[config.mk]
export PLATFORM = sky130hd
export DESIGN_NAME = hif_irq_status
export DESIGN_NICKNAME = d
export VERILOG_FILES = /design/src/rtl/hif_irq_status.sv
export SDC_FILE = /design/constraint.sdc
export NUM_CORES = 1
export LEC_CHECK = 0
export BUFFER_PORTS_ARGS = -buffer_cell sky130_fd_sc_hd__buf_4
export CAP_MARGIN = 20
export CORE_MARGIN = 4
export CORE_UTILIZATION = 34
export DETAILED_ROUTE_END_ITERATION = 7
export PLACE_DENSITY_LB_ADDON = 0.12
export SLEW_MARGIN = 20
export SYNTH_ARGS = -nofsm -noshare
export SYNTH_HDL_FRONTEND = slang
export SYNTH_SLANG_ARGS = --single-unit
[constraint.sdc]
create_clock -name clk -period 1.1 [get_ports clk]
set_input_delay 0.22 -clock clk [delete_from_list [all_inputs] [get_ports clk]]
set_output_delay 0.22 -clock clk [all_outputs]
set_load 0.005 [all_outputs]
[src/rtl/hif_irq_status.sv]
module hif_irq_status #(
  parameter logic [7:0] DIAG_CODE = 8'h90
) (
  input  logic       clk,
  input  logic       rst_n,
  input  logic       atapi_mode,
  input  logic       host_cmd_wr,
  input  logic [7:0] host_cmd_code,
  input  logic       drv_sel,
  input  logic       cmd_reg_rd,
  input  logic       cmdfifo_nonempty,
  input  logic       xfer_end,
  input  logic       xfer_ack_wr,
  input  logic       prog_cmd_rx,
  input  logic       mem_xfer_done,
  input  logic       sector_new,
  input  logic       dec_stat_rd,
  input  logic       subcode_new,
  input  logic       subcode_rd,
  input  logic       xfer_trig_wr,
  input  logic       host_devctl_wr,
  input  logic       host_srst_bit,
  input  logic       devctl_rd,
  input  logic       stat_out_wr,
  input  logic       stat_drained,
  input  logic       host_access_end,
  input  logic       dten_pin,
  input  logic       sten_pin,
  input  logic [3:0] irq_en,
  output logic [7:0] status,
  output logic       irq
);

  logic cmd_q, te_q, sec_q, sub_q, busy_q, srst_q, stb_q;
  logic [1:0] pin_q;

  wire cmd_set  = atapi_mode && host_cmd_wr && (drv_sel || host_cmd_code == DIAG_CODE);
  wire te_set   = xfer_end || (atapi_mode && (prog_cmd_rx || mem_xfer_done));
  wire srst_set = atapi_mode && host_devctl_wr && host_srst_bit;
  wire stb_set  = !atapi_mode && stat_out_wr;

  // set terms are ORed after the clear terms: a simultaneous set wins
  always_ff @(posedge clk) begin
    if (!rst_n) begin
      cmd_q  <= 1'b0;
      te_q   <= 1'b0;
      sec_q  <= 1'b0;
      sub_q  <= 1'b0;
      busy_q <= 1'b0;
      srst_q <= 1'b0;
      stb_q  <= 1'b0;
      pin_q  <= 2'b00;
    end else begin
      cmd_q  <= cmd_set      | (cmd_q  & ~cmd_reg_rd);
      te_q   <= te_set       | (te_q   & ~xfer_ack_wr);
      sec_q  <= sector_new   | (sec_q  & ~dec_stat_rd);
      sub_q  <= subcode_new  | (sub_q  & ~subcode_rd);
      busy_q <= xfer_trig_wr | (busy_q & ~xfer_end);
      srst_q <= srst_set     | (srst_q & ~devctl_rd);
      stb_q  <= stb_set      | (stb_q  & ~stat_drained);
      if (host_access_end) pin_q <= {dten_pin, sten_pin};
    end
  end

  assign status = atapi_mode
    ? {cmd_q, te_q, sec_q, sub_q, busy_q, srst_q, 2'b00}
    : {cmdfifo_nonempty, te_q, sec_q, sub_q, busy_q, stb_q, pin_q};

  assign irq = (|(status[7:4] & irq_en)) | (atapi_mode & srst_q);

  p_diag_cmd_r2: assert property (@(posedge clk) disable iff (!rst_n)
    (atapi_mode && host_cmd_wr && host_cmd_code == DIAG_CODE)
      |=> (!atapi_mode || status[7]));

  p_xfer_end_r4: assert property (@(posedge clk) disable iff (!rst_n)
    xfer_end |=> status[6]);

  p_sector_r5: assert property (@(posedge clk) disable iff (!rst_n)
    (sector_new && dec_stat_rd) |=> status[5]);

  p_busy_set_r6: assert property (@(posedge clk) disable iff (!rst_n)
    xfer_trig_wr |=> status[3]);

  p_srst_unmasked_r7: assert property (@(posedge clk) disable iff (!rst_n)
    (atapi_mode && status[2]) |-> irq);

  p_pin_hold_r9: assert property (@(posedge clk) disable iff (!rst_n)
    (!atapi_mode && !host_access_end) |=> (atapi_mode || $stable(status[1:0])));

endmodule

==> results by group <==
Logic synthesis
  – Mapped Area: between 400 and 500 sq um
  – Mapped Cells: 50
  – Flops & latches, synth: 9
  – Mean Syn Cell Area: around 9.2 sq um
  – Synth warn: 0
  – Post-synthesis cell type count: 23
  – Syn nets: between 80 and 90
  – Sequential element share of the synthesized area: between 30% and 40%

Floorplanning
  – DIE HEIGHT: roughly 45 um
  – I/O pins: 45
  – Starting density of the core: a little over a third
  – Area of the core: around 1300 sq um
  – Die area: 2007 sq um
  – Die Wd: ~45 um
  – # rows: 13

Pwr
  – Sequential power share: about 44%
  – Worst vdd ir: approximately 530 uV
  – Clk pwr share: a little under a third
  – Sw Pwr: ~0.17 mW
  – Int Pwr: around 0.63 mW
  – Combinational power share: between 20% and 30%
  – Power Dens Cells: around 960 nW/um^2
  – Sw Share: about 21%
  – Lkg Pwr: around 0.42 nW

Routing
  – TritonRoute pass-1 iters: 4
  – Antenna viol nets, final: 0
  – Via count: 500
  – Vias per std cell: around 4.5
  – WL/cell: between 10 and 15 um
  – DRC: 0
  – Routed WL: ~1200 um
  – Iter 0 DRT Violations: 3

Hold path
  – Worst hold path depth: 2
  – Hold Path Class: in2reg
  – Worst hold path startpoint: xfer_trig_wr

Clocking
  – CTS Root Cell: clkbuf_4
  – Clock Latency Late Sink: 250 ps
  – CTS buffer count: 3
  – Cts hold-fix bufs: 0
  – Clk buf depth: 2
  – CTS tree: yes
  – H-tree depth: 1
  – CTS clk-pin slew, worst paths: ~60 ps
  – TritonCTS Sinks: 9

Layout
  – Area delta synth->final: 82.88%
  – Layout cells sized above 1: 62.50%
  – Design Area, Final: ~840 sq um
  – Commonest non-fill, non-tap cell in the layout: buf_4
  – Post-layout util: 65.53%
  – Most frequent cells in the layout: 44 x buf_4, 6 x nor2b_1, 5 x dfxtp_1
  – Final non-filler cell total: 111
  – Antenna cells: 0
  – Nets@finish: ~130

Worst setup path
  – CP max-delay cell: dfxtp_2
  – R2R depth: 3
  – Worst Path Buf+Inv: 1
  – CP max FO: 2
  – Largest stage delay, worst path: about 320 ps
  – Crit path max-delay family: flip-flops
  – Setup CP Type: reg2out
  – Worst reg2reg startpoint: cmd_q
  – Startpoint Class: flop
  – Crit path from: cmd_q
  – Crit path cell chain: mux2_4 > nand2_2 > nand4_1 > buf_4
  – CP Depth: 4
  – Critical Path RT: around 900 ps
  – Crit end category: output pin
  – WP data arrival: about 1100 ps

Run
  – Maxcap violations: 0

Placement
  – DP HPWL: 1011 um
  – Port bufs: 44
  – Placed cell count: 105
  – Dpl cell area: 775.7 sq um
  – Routability cong.: 0.6560

STA
  – RSZ-0062 raised after global routing: yes
  – Least-Margin Pin Slew: ~230 ps
  – Clk_skew: 0 ps
  – Minimum clock period: about 1300 ps
  – Final slew viol count: 0
  – Fin crit share: 120.6%
  – Relative slew slack: between 80% and 90%
  – F_max: approximately 750 MHz
  – Final hold vios: 0
  – Setup WS post-layout: -226.8 ps
  – Worst hold margin: roughly 180 ps
  – Final Setup Violations: 2

Global route
  – Pin count of the biggest net entering global routing: 10
  – Initial antenna violation count: 0
  – Number of global-route vias before repair: around 500
  – Gr ovfl total: 0
  – GRT Util Overall: 13.58%
  – First-pass GRT wire length: between 1500 and 2000 um

Outcome
  – Status: complete, but fails checks
  – Failing checks: negative setup slack
[sequential cells by signal, indices dropped and copies added (netlist names)]
register / flops
cmd_q: 1
stb_q: 1
pin_q: 2
te_q: 1
busy_q: 1
sub_q: 1
sec_q: 1
srst_q: 1
[cells by family (layout without fill, tap and decap cells)]
group	after synthesis	after routing	share of synthesized area, %
compound gates	12	12	17.12
mux	3	3	7.608
buf+inv	8	54	11.41
simple gates	18	18	24.73
flops	9	9	39.13
[cell usage after synthesis, drive strengths merged]
master / n / share of area (%)
mux2: 1 / 3.3
o21a: 3 / 4.9
nor4bb: 1 / 2.2
o21ai: 2 / 2.2
and2: 1 / 1.4
a21oi: 2 / 2.2
nand2b: 1 / 1.4
buf: 5 / 9.0
a211oi: 1 / 1.6
nand2: 3 / 2.4
nand4: 1 / 1.4
a22oi: 1 / 1.6
nor4: 1 / 1.4
o22ai: 1 / 1.4
a21boi: 2 / 3.3
dfxtp: 9 / 39
nor2b: 6 / 8.2
nand3: 1 / 1.1
inv: 3 / 2.4
and2b: 2 / 3.8
nor3b: 1 / 1.6
mux2i: 2 / 4.3
[layout make-up]
cell class / count / area (sq um)
Fill cell: 119 / 442.9
Timing Repair Buffer: 47 / 364.1
Multi-Input combinational cell: 33 / 236.5
Sequential cell: 9 / 185.2
Clock buffer: 4 / 26.28
Tap cell: 15 / 18.77
Inverter: 3 / 11.26
[final timing paths]
kind | slack [ps] | endpoint
worst max-delay path | -230 | irq
worst min-delay path | 180 | busy_q
worst max register to register | 260 | cmd_q
worst min register to register | 490 | srst_q
[power by group through the flow]
stage / clock [mW] / sequential (mW) / combinational, mW
final: 0.243 / 0.357 / 0.208
after global routing: 0.272 / 0.358 / 0.230
after CTS: 0.254 / 0.356 / 0.203
after detailed placement: 0 / 0.362 / 0.195
after global placement: 0 / 0.362 / 0.193
after floorplan: 0 / 0.359 / 0.0731
[worst reg2reg max path, cell delays in order, from the launching register on]
cell	delay (ps)
dfxtp_2	330
nor2b_1	180
a21oi_1	60
nor3b_1	180
[per-stage QoR]
stage               setup slack (ps)  power (mW)  setup TNS [ps]
detailed placement            -52.11      0.5574          -52.11
finish                        -226.8      0.8071          -426.6
global route                  -283.0      0.8604          -521.1
global placement              -30.37      0.5551          -30.37
CTS                           -224.0      0.8128          -415.4
floorplan                      93.33      0.4325               0
[per-layer routing]
layer | vias to the layer above | routed length (um) | global-route usage, %
li1 | 264 | - | -
met1 | 211 | 437 | 15.89
met2 | 23 | 655 | 24.36
met3 | 2 | 128 | 2.390
met4 | 0 | 4 | 5.263
met5 | - | 0 | 0
[timing repair]
action                                  in CTS  in global routing
setup buffers                                1                  1
pin swaps                                    2                  1
endpoints found under the setup margin       3                  5
gates resized for setup                      5                  6
Note: power is estimated with default switching activity, not from simulation.
